### config.mk
export PLATFORM = sky130hd
export DESIGN_NAME = tx_timing_sel
export DESIGN_NICKNAME = d
export VERILOG_FILES = /design/src/rtl/tts_pkg.sv /design/src/rtl/tts_osc_div.sv /design/src/rtl/tts_loss_mon.sv /design/src/rtl/tts_switch.sv /design/src/rtl/tts_frame_gen.sv /design/src/rtl/tx_timing_sel.sv
export SDC_FILE = /design/constraint.sdc
export NUM_CORES = 1
export LEC_CHECK = 0
export ABC_AREA = 0
export BUFFER_PORTS_ARGS = -buffer_cell sky130_fd_sc_hd__buf_2
export CAP_MARGIN = 25
export CORE_UTILIZATION = 46
export CTS_CLUSTER_SIZE = 40
export DETAILED_ROUTE_END_ITERATION = 10
export PLACE_DENSITY = 0.67
export SYNTH_ARGS = -nofsm -noshare
export SYNTH_HDL_FRONTEND = slang
export SYNTH_HIERARCHICAL = 1
export SYNTH_SLANG_ARGS = --single-unit
### constraint.sdc
create_clock -name clk -period 3.1 [get_ports clk]
set_input_delay 0.465 -clock clk [delete_from_list [all_inputs] [get_ports clk]]
set_output_delay 0.465 -clock clk [all_outputs]
set_load 0.05 [all_outputs]
### src/rtl/tts_pkg.sv
package tts_pkg;

  typedef enum logic [1:0] {
    SRC_REC = 2'b00,
    SRC_SER = 2'b01,
    SRC_OSC = 2'b10
  } src_e;

  // Resolve the requested code and the loss state to the wanted source.
  function automatic src_e resolve_src(input logic [1:0] code, input logic lost);
    if (code == 2'b01) return SRC_SER;
    if (code == 2'b10) return SRC_OSC;
    return lost ? SRC_OSC : SRC_REC;
  endfunction

  // All pins become outputs only in the non-multiplexed mode with a non-serial code.
  function automatic logic pins_driven(input logic [1:0] code, input logic nomux);
    return nomux && (code != 2'b01);
  endfunction

endpackage

### src/rtl/tts_osc_div.sv
module tts_osc_div #(
  parameter int OSC_RELOAD = 3
) (
  input  logic clk,
  input  logic rst_n,
  output logic osc_tick
);
  localparam int OW = (OSC_RELOAD < 1) ? 1 : $clog2(OSC_RELOAD + 1);

  logic [OW-1:0] cnt_q;

  always_ff @(posedge clk) begin
    if (!rst_n) begin
      cnt_q    <= OW'(OSC_RELOAD);
      osc_tick <= 1'b0;
    end else begin
      osc_tick <= (cnt_q == '0);
      cnt_q    <= (cnt_q == '0) ? OW'(OSC_RELOAD) : cnt_q - 1'b1;
    end
  end

  // with a reload of at least one, ticks are never adjacent
  assert_osc_spacing_R11: assert property (@(posedge clk) disable iff (!rst_n)
    osc_tick |=> !osc_tick);

endmodule

### src/rtl/tts_loss_mon.sv
module tts_loss_mon #(
  parameter int LOS_WIN = 64,
  parameter int CLR_CNT = 8
) (
  input  logic clk,
  input  logic rst_n,
  input  logic rec_tick,
  output logic lost
);
  localparam int GW = $clog2(LOS_WIN);
  localparam int CW = (CLR_CNT < 2) ? 1 : $clog2(CLR_CNT);

  logic [GW-1:0] gap_q;
  logic [CW-1:0] good_q;
  logic          expire;

  assign expire = !rec_tick && (gap_q == GW'(LOS_WIN - 1));

  always_ff @(posedge clk) begin
    if (!rst_n) begin
      gap_q  <= '0;
      good_q <= '0;
      lost   <= 1'b0;
    end else begin
      if (rec_tick)    gap_q <= '0;
      else if (!expire) gap_q <= gap_q + 1'b1;

      if (expire) begin
        lost   <= 1'b1;
        good_q <= '0;
      end else if (lost && rec_tick) begin
        if (good_q == CW'(CLR_CNT - 1)) begin
          lost   <= 1'b0;
          good_q <= '0;
        end else begin
          good_q <= good_q + 1'b1;
        end
      end
    end
  end

  // loss is only ever declared in a cycle with no recovered tick
  assert_loss_quiet_R3: assert property (@(posedge clk) disable iff (!rst_n)
    $rose(lost) |-> !$past(rec_tick));

  // loss clears only on a recovered tick
  assert_clear_on_tick_R4: assert property (@(posedge clk) disable iff (!rst_n)
    $fell(lost) |-> $past(rec_tick));

endmodule

### src/rtl/tts_switch.sv
module tts_switch
  import tts_pkg::*;
(
  input  logic       clk,
  input  logic       rst_n,
  input  logic [3:0] tick_vec,
  input  src_e       want,
  output src_e       cur,
  output logic       tx_tick
);
  logic take_new;
  logic nxt_tick;

  always_comb begin
    take_new = (want != cur) && tick_vec[want] && !tx_tick;
    nxt_tick = take_new ? 1'b1 : tick_vec[cur];
  end

  always_ff @(posedge clk) begin
    if (!rst_n) begin
      cur     <= SRC_REC;
      tx_tick <= 1'b0;
    end else begin
      tx_tick <= nxt_tick;
      if (take_new) cur <= want;
    end
  end

  // every change of source is marked by a tick of the new source
  assert_switch_on_tick_R7: assert property (@(posedge clk) disable iff (!rst_n)
    (cur != $past(cur)) |-> tx_tick);

  // a switching tick never follows a tick in the previous cycle
  assert_no_stretch_R7: assert property (@(posedge clk) disable iff (!rst_n)
    (cur != $past(cur)) |-> !$past(tx_tick));

endmodule

### src/rtl/tts_frame_gen.sv
module tts_frame_gen #(
  parameter int BITS_PER_FRAME = 256,
  parameter int FRAMES_PER_MF  = 16
) (
  input  logic clk,
  input  logic rst_n,
  input  logic tick,
  input  logic pins_in,
  input  logic ext_fr,
  input  logic ext_mf,
  output logic fr_sync,
  output logic mf_sync
);
  localparam int BW = $clog2(BITS_PER_FRAME);
  localparam int FW = $clog2(FRAMES_PER_MF);

  logic [BW-1:0] bit_q;
  logic [FW-1:0] frm_q;
  logic          realign;

  assign fr_sync = tick && (bit_q == '0);
  assign mf_sync = fr_sync && (frm_q == '0);
  assign realign = pins_in && (ext_fr || ext_mf);

  always_ff @(posedge clk) begin
    if (!rst_n) begin
      bit_q <= '0;
      frm_q <= '0;
    end else if (tick) begin
      if (realign) begin
        bit_q <= BW'(1);
        if (ext_mf) frm_q <= '0;
      end else if (bit_q == BW'(BITS_PER_FRAME - 1)) begin
        bit_q <= '0;
        frm_q <= (frm_q == FW'(FRAMES_PER_MF - 1)) ? '0 : frm_q + 1'b1;
      end else begin
        bit_q <= bit_q + 1'b1;
      end
    end
  end

  // a multiframe sync is always also a frame sync
  assert_mf_in_frame_R8: assert property (@(posedge clk) disable iff (!rst_n)
    mf_sync |-> fr_sync);

  // a realigning tick puts the next tick at bit one
  assert_realign_R9: assert property (@(posedge clk) disable iff (!rst_n)
    (tick && realign) |=> (bit_q == BW'(1)));

endmodule

### src/rtl/tx_timing_sel.sv
module tx_timing_sel
  import tts_pkg::*;
#(
  parameter int LOS_WIN        = 64,
  parameter int CLR_CNT        = 8,
  parameter int OSC_RELOAD     = 3,
  parameter int BITS_PER_FRAME = 256,
  parameter int FRAMES_PER_MF  = 16
) (
  input  logic       clk,
  input  logic       rst_n,
  input  logic [1:0] sel_i,
  input  logic       bp_nomux_2m_i,
  input  logic       rec_tick_i,
  input  logic       ser_tick_i,
  input  logic       ext_fr_sync_i,
  input  logic       ext_mf_sync_i,
  input  logic       los_clr_i,
  output logic       tx_tick_o,
  output logic       fr_sync_o,
  output logic       mf_sync_o,
  output logic       fr_sync_oe_o,
  output logic       mf_sync_oe_o,
  output logic       serclk_oe_o,
  output logic [1:0] src_used_o,
  output logic       rec_lost_o,
  output logic       los_sticky_o
);
  logic osc_tick;
  logic lost;
  logic lost_prev;
  logic drive;
  src_e want;
  src_e cur;

  tts_osc_div #(.OSC_RELOAD(OSC_RELOAD)) u_osc (
    .clk(clk), .rst_n(rst_n), .osc_tick(osc_tick)
  );

  tts_loss_mon #(.LOS_WIN(LOS_WIN), .CLR_CNT(CLR_CNT)) u_loss (
    .clk(clk), .rst_n(rst_n), .rec_tick(rec_tick_i), .lost(lost)
  );

  assign want  = resolve_src(sel_i, lost);
  assign drive = pins_driven(sel_i, bp_nomux_2m_i);

  tts_switch u_sw (
    .clk(clk), .rst_n(rst_n),
    .tick_vec({1'b0, osc_tick, ser_tick_i, rec_tick_i}),
    .want(want), .cur(cur), .tx_tick(tx_tick_o)
  );

  tts_frame_gen #(.BITS_PER_FRAME(BITS_PER_FRAME), .FRAMES_PER_MF(FRAMES_PER_MF)) u_frm (
    .clk(clk), .rst_n(rst_n), .tick(tx_tick_o), .pins_in(!drive),
    .ext_fr(ext_fr_sync_i), .ext_mf(ext_mf_sync_i),
    .fr_sync(fr_sync_o), .mf_sync(mf_sync_o)
  );

  always_ff @(posedge clk) begin
    if (!rst_n) begin
      lost_prev    <= 1'b0;
      los_sticky_o <= 1'b0;
    end else begin
      lost_prev    <= lost;
      los_sticky_o <= (lost && !lost_prev) || (los_sticky_o && !los_clr_i);
    end
  end

  assign fr_sync_oe_o = drive;
  assign mf_sync_oe_o = drive;
  assign serclk_oe_o  = drive;
  assign src_used_o   = cur;
  assign rec_lost_o   = lost;

  // a declared loss always lands in the sticky flag
  assert_sticky_set_R10: assert property (@(posedge clk) disable iff (!rst_n)
    $rose(lost) |=> los_sticky_o);

  // pins are never driven outside the non-multiplexed mode
  assert_oe_mode_R5: assert property (@(posedge clk) disable iff (!rst_n)
    serclk_oe_o |-> bp_nomux_2m_i);

  // the serial code never ends up on the oscillator after a switch
  assert_ser_no_fail_R2: assert property (@(posedge clk) disable iff (!rst_n)
    (sel_i == 2'b01 && $past(sel_i) == 2'b01 && cur != $past(cur)) |-> (cur == SRC_SER));

endmodule

==> results.ini <==
[logic_synthesis]
syn_area_um2 = 1570
avgSynthCellArea_um2 = 8.87
synth_seq_area_share_pct = 38.2
synth_edf_count = 0
synth.distinct_cells = 42
yosys_warnings = 6
synth_cells = 177
synth_ff_type = dfxtp_1
async_flop_share_pct = 0
synth-seq-cells = 30

[final_layout]
fin_nets = 218
layout_commonest_cell = dfxtp_1
design_area_um2 = 1750
num_antenna_cells = 0
instances_no_fill = 244
drive_gt1_share_pct = 17.0
synthToLayoutAreaGrowth_pct = 11.2
layout_common_cells = dfxtp_1 (30), buf_2 (19), nand2_1 (17), inv_1 (14), nor2_1 (11)

[placement]
placedCellCount = 237
dp_hpwl_um = 2360
port_buffers = 19
dpl_cell_area_um2 = 1700
routabilityCongestion = 0.829

[status]
outcome = completed

[clocking]
htreeDepth = 2
clk_latency_ps = 320
cts_setup_buffers = 0
hold_buffers = 0
tritoncts = done
cts_resized = 0
clockBufferDepth = 2
clk_pin_slew_ps = 90
clkSinkCount = 30
cts_buffers = 5
cts_root_buf = clkbuf_4

[floorplanning]
num_rows = 20
ios = 20
core_area_um2 = 3150
die_x_um = 60.4
dieArea_um2 = 3650
die_h_um = 60.4
start_util_pct = 49.8

[worst_setup_path]
path_cells = inv_1 -> ha_1 -> or4b_1 -> nor4b_2 -> and3_1 -> buf_2
critPathRequiredTime_ps = 2630
slowest_stage = or4b_1
critPathBufInv = 2
max_stage_delay_ps = 450
critical_path_class = reg2out
start_kind = flop
arrival_ps = 2010
cp_max_fo = 4
path_delay_family = simple AND/OR/NAND/NOR gates
endpoint_kind = primary output

[global_route]
grt_pass1_vias = 1218
grt_pass1_wl_um = 5350
antenna_found_initial = 0
grt_usage_pct = 19.8
grt_start_max_net_pins = 20
overflow = 0

[sta]
tightest_slew_ps = 509
setup_viol = 0
final.min_clock_period_ps = 2480
clock_skew_ps = 12.5
slew_viol_final = 0
finalHoldViolCount = 0
final.setup.tns_ps = 0
fmax_mhz = 404
rsz0062_at_grt = false
period_share_pct = 79.8
relSlewSlack_pct = 65.7

[drt]
drt_iter0_markers = 62
finalWirelength_um = 3120
ant_nets = 0
drc = 0
vias = 1351
firstDrtPassIters = 4
wl_per_cell_um = 12.8
routed_via_density = 5.54

[job]
maxCapViolations = 0

[pwr]
p_per_area_nw_per_um2 = 402
ir_drop_mv = 0.275
p_leak_uw = 0.000743

[worst_hold_path]
hp-class = in2reg

## final timing paths
check,to,slack (ps),start,cells after the start
worst min register to register,u_osc/cnt_q[0],440,u_osc/cnt_q[0],1
worst min-delay path,los_sticky_o,420,los_clr_i,3
worst max-delay path,mf_sync_o,620,u_frm/bit_q[1],6
worst max register to register,u_frm/frm_q[2],1410,u_sw/tx_tick,4
## cell usage after synthesis, types with 5 or more instances
master | n | area, µm²
dfxtp_1 | 30 | 601
nand2_1 | 17 | 63.8
inv_1 | 14 | 52.6
nor2_1 | 11 | 41.3
a21oi_1 | 10 | 50.1
o21ai_0 | 10 | 50.1
ha_1 | 8 | 100
nand3_1 | 8 | 40.0
a31oi_1 | 5 | 31.3
xor2_1 | 5 | 43.8
## final cells by class
| cell class | count | area [µm²] |
|---|---|---|
| well taps | 44 | 55.1 |
| inverters | 14 | 52.6 |
| multi-input cells | 130 | 898 |
| repair buffers | 19 | 95.1 |
| clock buffers | 7 | 45.0 |
| flip-flops and latches | 30 | 601 |
| fillers | 296 | 1410 |
## state kept, by name, indices dropped and copies added (netlist names)
register	cells
u_sw/tx_tick	1
u_frm/bit_q	8
u_sw/cur	2
u_loss/lost	1
los_sticky_o	1
u_osc/cnt_q	2
u_frm/frm_q	4
u_loss/gap_q	6
lost_prev	1
u_osc/osc_tick	1
u_loss/good_q	3
## per-layer routing
metal,track usage (%),part of all wire (%),vias to the layer above
li1,-,-,681
met3,5.76,5.3,6
met4,9.09,1.2,0
met5,0,0,-
met2,31.2,47,43
met1,25.0,46,621
## through the flow
stage | worst slack, ps | total power, µW | util, % | hold WS (ps)
2_1_floorplan | 121 | 481 | - | 383
3_3_place_gp | 999 | 504 | 54.0 | 391
3_5_place_dp | 994 | 507 | 54.0 | 423
4_1_cts | 602 | 714 | 55.4 | 406
5_1_grt | 515 | 745 | 55.4 | 413
6_report | 625 | 702 | 55.4 | 418
## worst min-delay path, delay by kind of cell
kind	cells	cell delay, ps
buf+inv	1	70
compound gates	1	50
simple gates	1	90
## power breakdown
group          total [µW]  switching, µW  internal [µW]  leakage (µW)
logic                95.2           63.3           31.9      0.000475
clock network         203            118           85.4     0.0000254
registers             403           9.40            394      0.000243
total                 702            191            511      0.000743
## logic make-up (layout without fill, tap and decap cells)
family | count (synthesis) | in the layout | share of synthesized area [%]
AOI/OAI and AO/OA | 41 | 41 | 16.5
muxes | 5 | 5 | 4.78
DFF | 30 | 30 | 38.2
buffers and inverters | 18 | 40 | 4.78
xor gates and xnor gates | 7 | 7 | 3.90
adders and majority gates | 9 | 9 | 7.09
and+or+nand+nor | 66 | 66 | 24.5
other | 1 | 2 | 0.239
Power figures use the tool's default switching activity.
